===== config.mk =====
export PLATFORM = sky130hd
export DESIGN_NAME = mux_row_reader
export DESIGN_NICKNAME = d
export VERILOG_FILES = /design/src/rtl/mux_row_reader_pkg.sv /design/src/rtl/mrr_sync.sv /design/src/rtl/mrr_row_merge.sv /design/src/rtl/mrr_bus_regs.sv /design/src/rtl/mux_row_reader.sv
export SDC_FILE = /design/constraint.sdc
export NUM_CORES = 1
export LEC_CHECK = 0
export BUFFER_PORTS_ARGS = -buffer_cell sky130_fd_sc_hd__clkbuf_2
export CORE_UTILIZATION = 46
export DETAILED_ROUTE_END_ITERATION = 8
export PLACE_DENSITY = 0.68
export SYNTH_ARGS = -nofsm -noshare
export SYNTH_HDL_FRONTEND = slang
export SYNTH_SLANG_ARGS = --single-unit

===== constraint.sdc =====
create_clock -name clk -period 2.12 [get_ports clk]
set_clock_uncertainty 0.1 [all_clocks]
set_input_delay 0.318 -clock clk [delete_from_list [all_inputs] [get_ports clk]]
set_output_delay 0.318 -clock clk [all_outputs]
set_load 0.01 [all_outputs]

===== src/rtl/mux_row_reader_pkg.sv =====
package mux_row_reader_pkg;
    localparam int DATA_W = 8;
    localparam int ADDR_W = 8;

    localparam logic [ADDR_W-1:0] PORT_CFG_BASE = 8'h00;
    localparam logic [ADDR_W-1:0] PORT_DATA     = 8'h04;
    localparam logic [ADDR_W-1:0] PORT_STATUS   = 8'h05;
    localparam logic [ADDR_W-1:0] PORT_SELECT   = 8'h12;

    typedef enum logic [1:0] {
        ST_IDLE  = 2'd0,
        ST_READ  = 2'd1,
        ST_WRITE = 2'd2
    } bus_state_t;
endpackage


===== src/rtl/mrr_sync.sv =====
module mrr_sync #(
    parameter int              WIDTH   = 8,
    parameter int              STAGES  = 2,
    parameter logic [WIDTH-1:0] RST_VAL = '1
) (
    input  logic             clk,
    input  logic             rst,
    input  logic [WIDTH-1:0] d_async,
    output logic [WIDTH-1:0] q_sync
);
    logic [WIDTH-1:0] stage_q [STAGES];

    always_ff @(posedge clk) begin
        if (rst) begin
            for (int s = 0; s < STAGES; s++) stage_q[s] <= RST_VAL;
        end else begin
            stage_q[0] <= d_async;
            for (int s = 1; s < STAGES; s++) stage_q[s] <= stage_q[s-1];
        end
    end

    assign q_sync = stage_q[STAGES-1];
endmodule


===== src/rtl/mrr_row_merge.sv =====
module mrr_row_merge #(
    parameter int NUM_ROWS = 4,
    parameter int ROW_W    = 8
) (
    input  logic [NUM_ROWS*ROW_W-1:0] rows,
    input  logic [NUM_ROWS-1:0]       row_en,
    output logic [ROW_W-1:0]          merged,
    output logic [ROW_W-1:0]          active_n
);
    logic [ROW_W-1:0] masked [NUM_ROWS];
    logic [NUM_ROWS-1:0] idle_row;

    // Per-row gating and idle detection
    for (genvar r = 0; r < NUM_ROWS; r++) begin : g_row
        assign masked[r]   = row_en[r] ? rows[r*ROW_W +: ROW_W] : '0;
        assign idle_row[r] = &rows[r*ROW_W +: ROW_W];
    end

    always_comb begin
        merged = '0;
        for (int r = 0; r < NUM_ROWS; r++) merged = merged | masked[r];
    end

    // Status byte: one bit per row, unused upper bits idle high
    for (genvar b = 0; b < ROW_W; b++) begin : g_stat
        if (b < NUM_ROWS) begin : g_live
            assign active_n[b] = idle_row[b];
        end else begin : g_pad
            assign active_n[b] = 1'b1;
        end
    end
endmodule


===== src/rtl/mrr_bus_regs.sv =====
module mrr_bus_regs
    import mux_row_reader_pkg::*;
#(
    parameter int NUM_CFG = 4
) (
    input  logic                      clk,
    input  logic                      rst,
    input  logic [ADDR_W-1:0]         bus_addr,
    input  logic [DATA_W-1:0]         bus_wdata,
    input  logic                      bus_wr,
    input  logic                      bus_rd,
    input  logic [DATA_W-1:0]         merged,
    input  logic [DATA_W-1:0]         active_n,
    input  logic [NUM_CFG*DATA_W-1:0] cfg_bytes,
    output logic [DATA_W-1:0]         sel_q,
    output logic [DATA_W-1:0]         bus_rdata
);
    bus_state_t       state_q, state_d;
    logic [DATA_W-1:0] rdata_q;
    logic [DATA_W-1:0] lookup;

    // Next-state logic
    always_comb begin
        state_d = ST_IDLE;
        unique case (state_q)
            ST_IDLE, ST_READ, ST_WRITE: begin
                if (bus_rd)      state_d = ST_READ;
                else if (bus_wr) state_d = ST_WRITE;
                else             state_d = ST_IDLE;
            end
            default: state_d = ST_IDLE;
        endcase
    end

    // State register
    always_ff @(posedge clk) begin
        if (rst) state_q <= ST_IDLE;
        else     state_q <= state_d;
    end

    // Port decode for reads
    always_comb begin
        lookup = '1;
        if (bus_addr == PORT_DATA)        lookup = merged;
        else if (bus_addr == PORT_STATUS) lookup = active_n;
        else if (bus_addr == PORT_SELECT) lookup = sel_q;
        else begin
            for (int k = 0; k < NUM_CFG; k++) begin
                if (bus_addr == PORT_CFG_BASE + ADDR_W'(k))
                    lookup = cfg_bytes[k*DATA_W +: DATA_W];
            end
        end
    end

    // Data registers loaded on state entry
    always_ff @(posedge clk) begin
        if (rst) begin
            sel_q   <= '0;
            rdata_q <= '0;
        end else begin
            if (state_d == ST_READ) rdata_q <= lookup;
            if (state_d == ST_WRITE && bus_addr == PORT_SELECT) sel_q <= bus_wdata;
        end
    end

    // Outputs
    always_comb begin
        unique case (state_q)
            ST_READ:  bus_rdata = rdata_q;
            ST_IDLE,
            ST_WRITE: bus_rdata = '0;
            default:  bus_rdata = '0;
        endcase
    end
endmodule


===== src/rtl/mux_row_reader.sv =====
module mux_row_reader
    import mux_row_reader_pkg::*;
#(
    parameter int NUM_ROWS    = 4,
    parameter int NUM_CFG     = 4,
    parameter int SYNC_STAGES = 2
) (
    input  logic                      clk,
    input  logic                      rst,
    input  logic [ADDR_W-1:0]         bus_addr,
    input  logic [DATA_W-1:0]         bus_wdata,
    input  logic                      bus_wr,
    input  logic                      bus_rd,
    output logic [DATA_W-1:0]         bus_rdata,
    input  logic [NUM_ROWS*DATA_W-1:0] sw_rows,
    input  logic [NUM_CFG*DATA_W-1:0]  cfg_sw
);
    localparam int ROWS_BITS = NUM_ROWS * DATA_W;
    localparam int CFG_BITS  = NUM_CFG * DATA_W;

    logic [ROWS_BITS-1:0] rows_s;
    logic [CFG_BITS-1:0]  cfg_s;
    logic [DATA_W-1:0]    merged;
    logic [DATA_W-1:0]    active_n;
    logic [DATA_W-1:0]    sel_q;

    mrr_sync #(.WIDTH(ROWS_BITS), .STAGES(SYNC_STAGES), .RST_VAL('1)) u_sync_rows (
        .clk(clk), .rst(rst), .d_async(sw_rows), .q_sync(rows_s)
    );

    mrr_sync #(.WIDTH(CFG_BITS), .STAGES(SYNC_STAGES), .RST_VAL('1)) u_sync_cfg (
        .clk(clk), .rst(rst), .d_async(cfg_sw), .q_sync(cfg_s)
    );

    mrr_row_merge #(.NUM_ROWS(NUM_ROWS), .ROW_W(DATA_W)) u_merge (
        .rows(rows_s), .row_en(sel_q[NUM_ROWS-1:0]),
        .merged(merged), .active_n(active_n)
    );

    mrr_bus_regs #(.NUM_CFG(NUM_CFG)) u_regs (
        .clk(clk), .rst(rst), .bus_addr(bus_addr), .bus_wdata(bus_wdata),
        .bus_wr(bus_wr), .bus_rd(bus_rd), .merged(merged), .active_n(active_n),
        .cfg_bytes(cfg_s), .sel_q(sel_q), .bus_rdata(bus_rdata)
    );
endmodule


==> flow_summary.yaml <==
run_status:
  outcome: "finished clean"
timing:
  setup_tns_ns: 0
  fin_crit_sh_pct: 90.31
  relSlewSlack_pct: 62.18
  fmax_mhz: 522.3
  hold_viol_final: 0
  rsz0062_at_grt: "false"
  period_minus_slack_ns: 1.915
  worst_pin_slew_ns: 0.5672
  setup_violations: 0
  slew_violations: 0
clocking:
  ctsResizeCount: 0
  cts_root_buf: "clkbuf_8"
  cts.sinks: 146
  htreeDepth: 4
  cts_tree: "yes"
  clk_transition_reported_paths_ns: 0.06
  clk_path_buf_depth: 2
  clk-insertion-delay-late_ns: 0.52
  numCtsBuffers: 17
grt:
  antenna_found_initial: 0
  grt.total_usage_pct: 20.46
  grt_pass1_wl_um: 17040
  overflow: 0
  grt_max_degree: 80
  grt_pass1_vias: 3622
die:
  core_um2: 10280
  num_rows: 37
  dieArea_um2: 10970
  initial_utilization_pct: 47.25
  io-pin-count: 92
  die_y_um: 104.7
  die_w_um: 104.7
layout:
  fin_area_um2: 6773
  fin_nets: 678
  antenna_cells: 0
  drive_above_1_share_pct: 42.79
  fin_util_pct: 65.90
  area_growth_pct: 39.47
synth:
  synth_seq_area_share_pct: 60.19
  async_reset_ff_share_pct: 0
  syn_area_um2: 4856
  synth.net_count: 515
  yosysMostFrequentCell: "dfxtp_1"
  synth-edff-count: 0
  synth-seq-cells: 146
  synth_cell_types: 36
  yosys_warnings: 0
  synth_largest_area_cell: "dfxtp_1"
  synth.avg_cell_area_um2: 11.27
  yosys_most_used_dff: "dfxtp_1"
  synth_common_cells: "dfxtp_1, or2_2, a22oi_1, clkbuf_1, nand3_1"
  synthTopCellsByArea: "dfxtp_1, or2_2, mux4_1"
  synthCells: 431
  synth_top_area_share_pct: 60.19
power_and_ir_drop:
  p_leak_nw: 2.753
  pwr_density_cell_nw_per_um2: 945.5
  pwr-share-seq_pct: 45.6
  p_switching_w: 0.001252
  p_int_w: 0.005152
  pwr-share-clk_pct: 47.8
  switching_share_pct: 19.55
  vdd_drop_max_mv: 0.5477
  share_comb_of_total_power_pct: 6.6
worst_setup_path:
  crit_type: "reg -> out"
  cp-start-kind: "flip-flop"
  crit_fanout: 8
  crit_arrival_ns: 1.50
  worstPathRequired_ns: 1.70
  critPathCaptureType: "primary output"
placed_design:
  dp_hpwl_um: 6711
  routabilityCongestion: 0.8057
  place_area_um2: 5426
  port_buffers: 91
drt:
  final_antenna_net_count: 0
  vias: 3486
  routed_wl_um: 10350
  vias_per_cell: 4.717
  drtIter0Drc: 137
  wl_per_cell_um: 14.00
  drc_errors: 0
  drt_pass1_iterations: 4
worst_hold_path:
  hp-class: "in -> reg"
run:
  max_cap_violations: 0
## worst paths after layout
path,slack (ns),endpoint,cells after the start,startpoint
min reg2reg,0.30,u_sync_rows.stage_q[0][54],1,u_sync_rows.stage_q[0][22]
min,0.21,u_regs.sel_q[4],2,rst
max reg2reg,0.41,u_regs.rdata_q[0],4,u_sync_cfg.stage_q[0][40]
max,0.21,bus_rdata[4],3,u_regs.state_q[0]
## sequential cells by signal (all words and copies together), names as in the netlist
signal               cells
u_regs.rdata_q           8
u_sync_cfg.stage_q      64
u_regs.sel_q             8
u_regs.state_q           2
u_sync_rows.stage_q     64
## cell families after synthesis
group           share of synthesized area, %
flops                                  60.19
compound gates                         7.884
buf+inv                                2.705
simple gates                           25.05
mux                                    4.174
## metrics by stage
stage | hold WS, ns | std cells | total power [W] | setup slack, ns
after floorplan | 0.2895 | 431 | 0.003151 | 0.3052
after global placement | 0.2915 | 637 | 0.003282 | 0.1084
after detailed placement | 0.2932 | 637 | 0.003290 | 0.1049
after CTS | 0.1910 | 739 | 0.006456 | 0.1603
after global routing | 0.2115 | 739 | 0.006650 | 0.06688
final | 0.2121 | 739 | 0.006403 | 0.2053
## critical path: stages, from the launching register on
cell and delay [ns]:
dfxtp_1 0.34, nor2b_1 0.33, and2_1 0.18, clkbuf_2 0.13
## what timing repair did
| action | in CTS | in global routing |
|---|---|---|
| buffers inserted | 0 | 0 |
| endpoints found under the hold margin | 73 | 0 |
| hold buffers | 74 | 0 |
## power groups by stage
stage	registers [W]	logic (W)	clock network (W)
finish	0.00292	0.000422	0.00306
global route	0.00293	0.000466	0.00326
CTS	0.00292	0.000421	0.00312
detailed placement	0.00298	0.000314	0
global placement	0.00297	0.000308	0
floorplan	0.00295	0.000196	0
## layout make-up
class	count	area [µm²]
multi-input cells	255	1802
repair buffers	173	1269
well taps	136	170.2
clock buffers	19	421.7
inverters	1	3.754
clock inverters	9	183.9
fillers	781	3505
flip-flops and latches	146	2923
## cell usage in the layout, fill, tap and decap left out, drive strengths merged, types with 2 or more instances in the layout
| cell | n |
|---|---|
| mux4 | 8 |
| o221ai | 4 |
| o21ai | 9 |
| nor3 | 5 |
| a21oi | 8 |
| inv | 2 |
| and2 | 9 |
| nor2 | 10 |
| or2 | 132 |
| clkbuf | 109 |
| nand4b | 6 |
| dlygate4sd3 | 74 |
| bufinv | 5 |
| a211oi | 4 |
| dfxtp | 146 |
| nand4 | 8 |
| a22oi | 20 |
| a32o | 4 |
| buf | 9 |
| and4b | 2 |
| a211o | 4 |
| clkinv | 2 |
| nand3 | 12 |
## per-layer routing
layer / vias up / routed length [µm] / track usage [%]
met4: 0 / 197 / 8.551
met2: 95 / 5006 / 34.58
li1: 1790 / - / -
met5: - / 0 / 0
met1: 1582 / 4724 / 24.05
met3: 19 / 420 / 6.301
(Power assumes the default switching activity.)
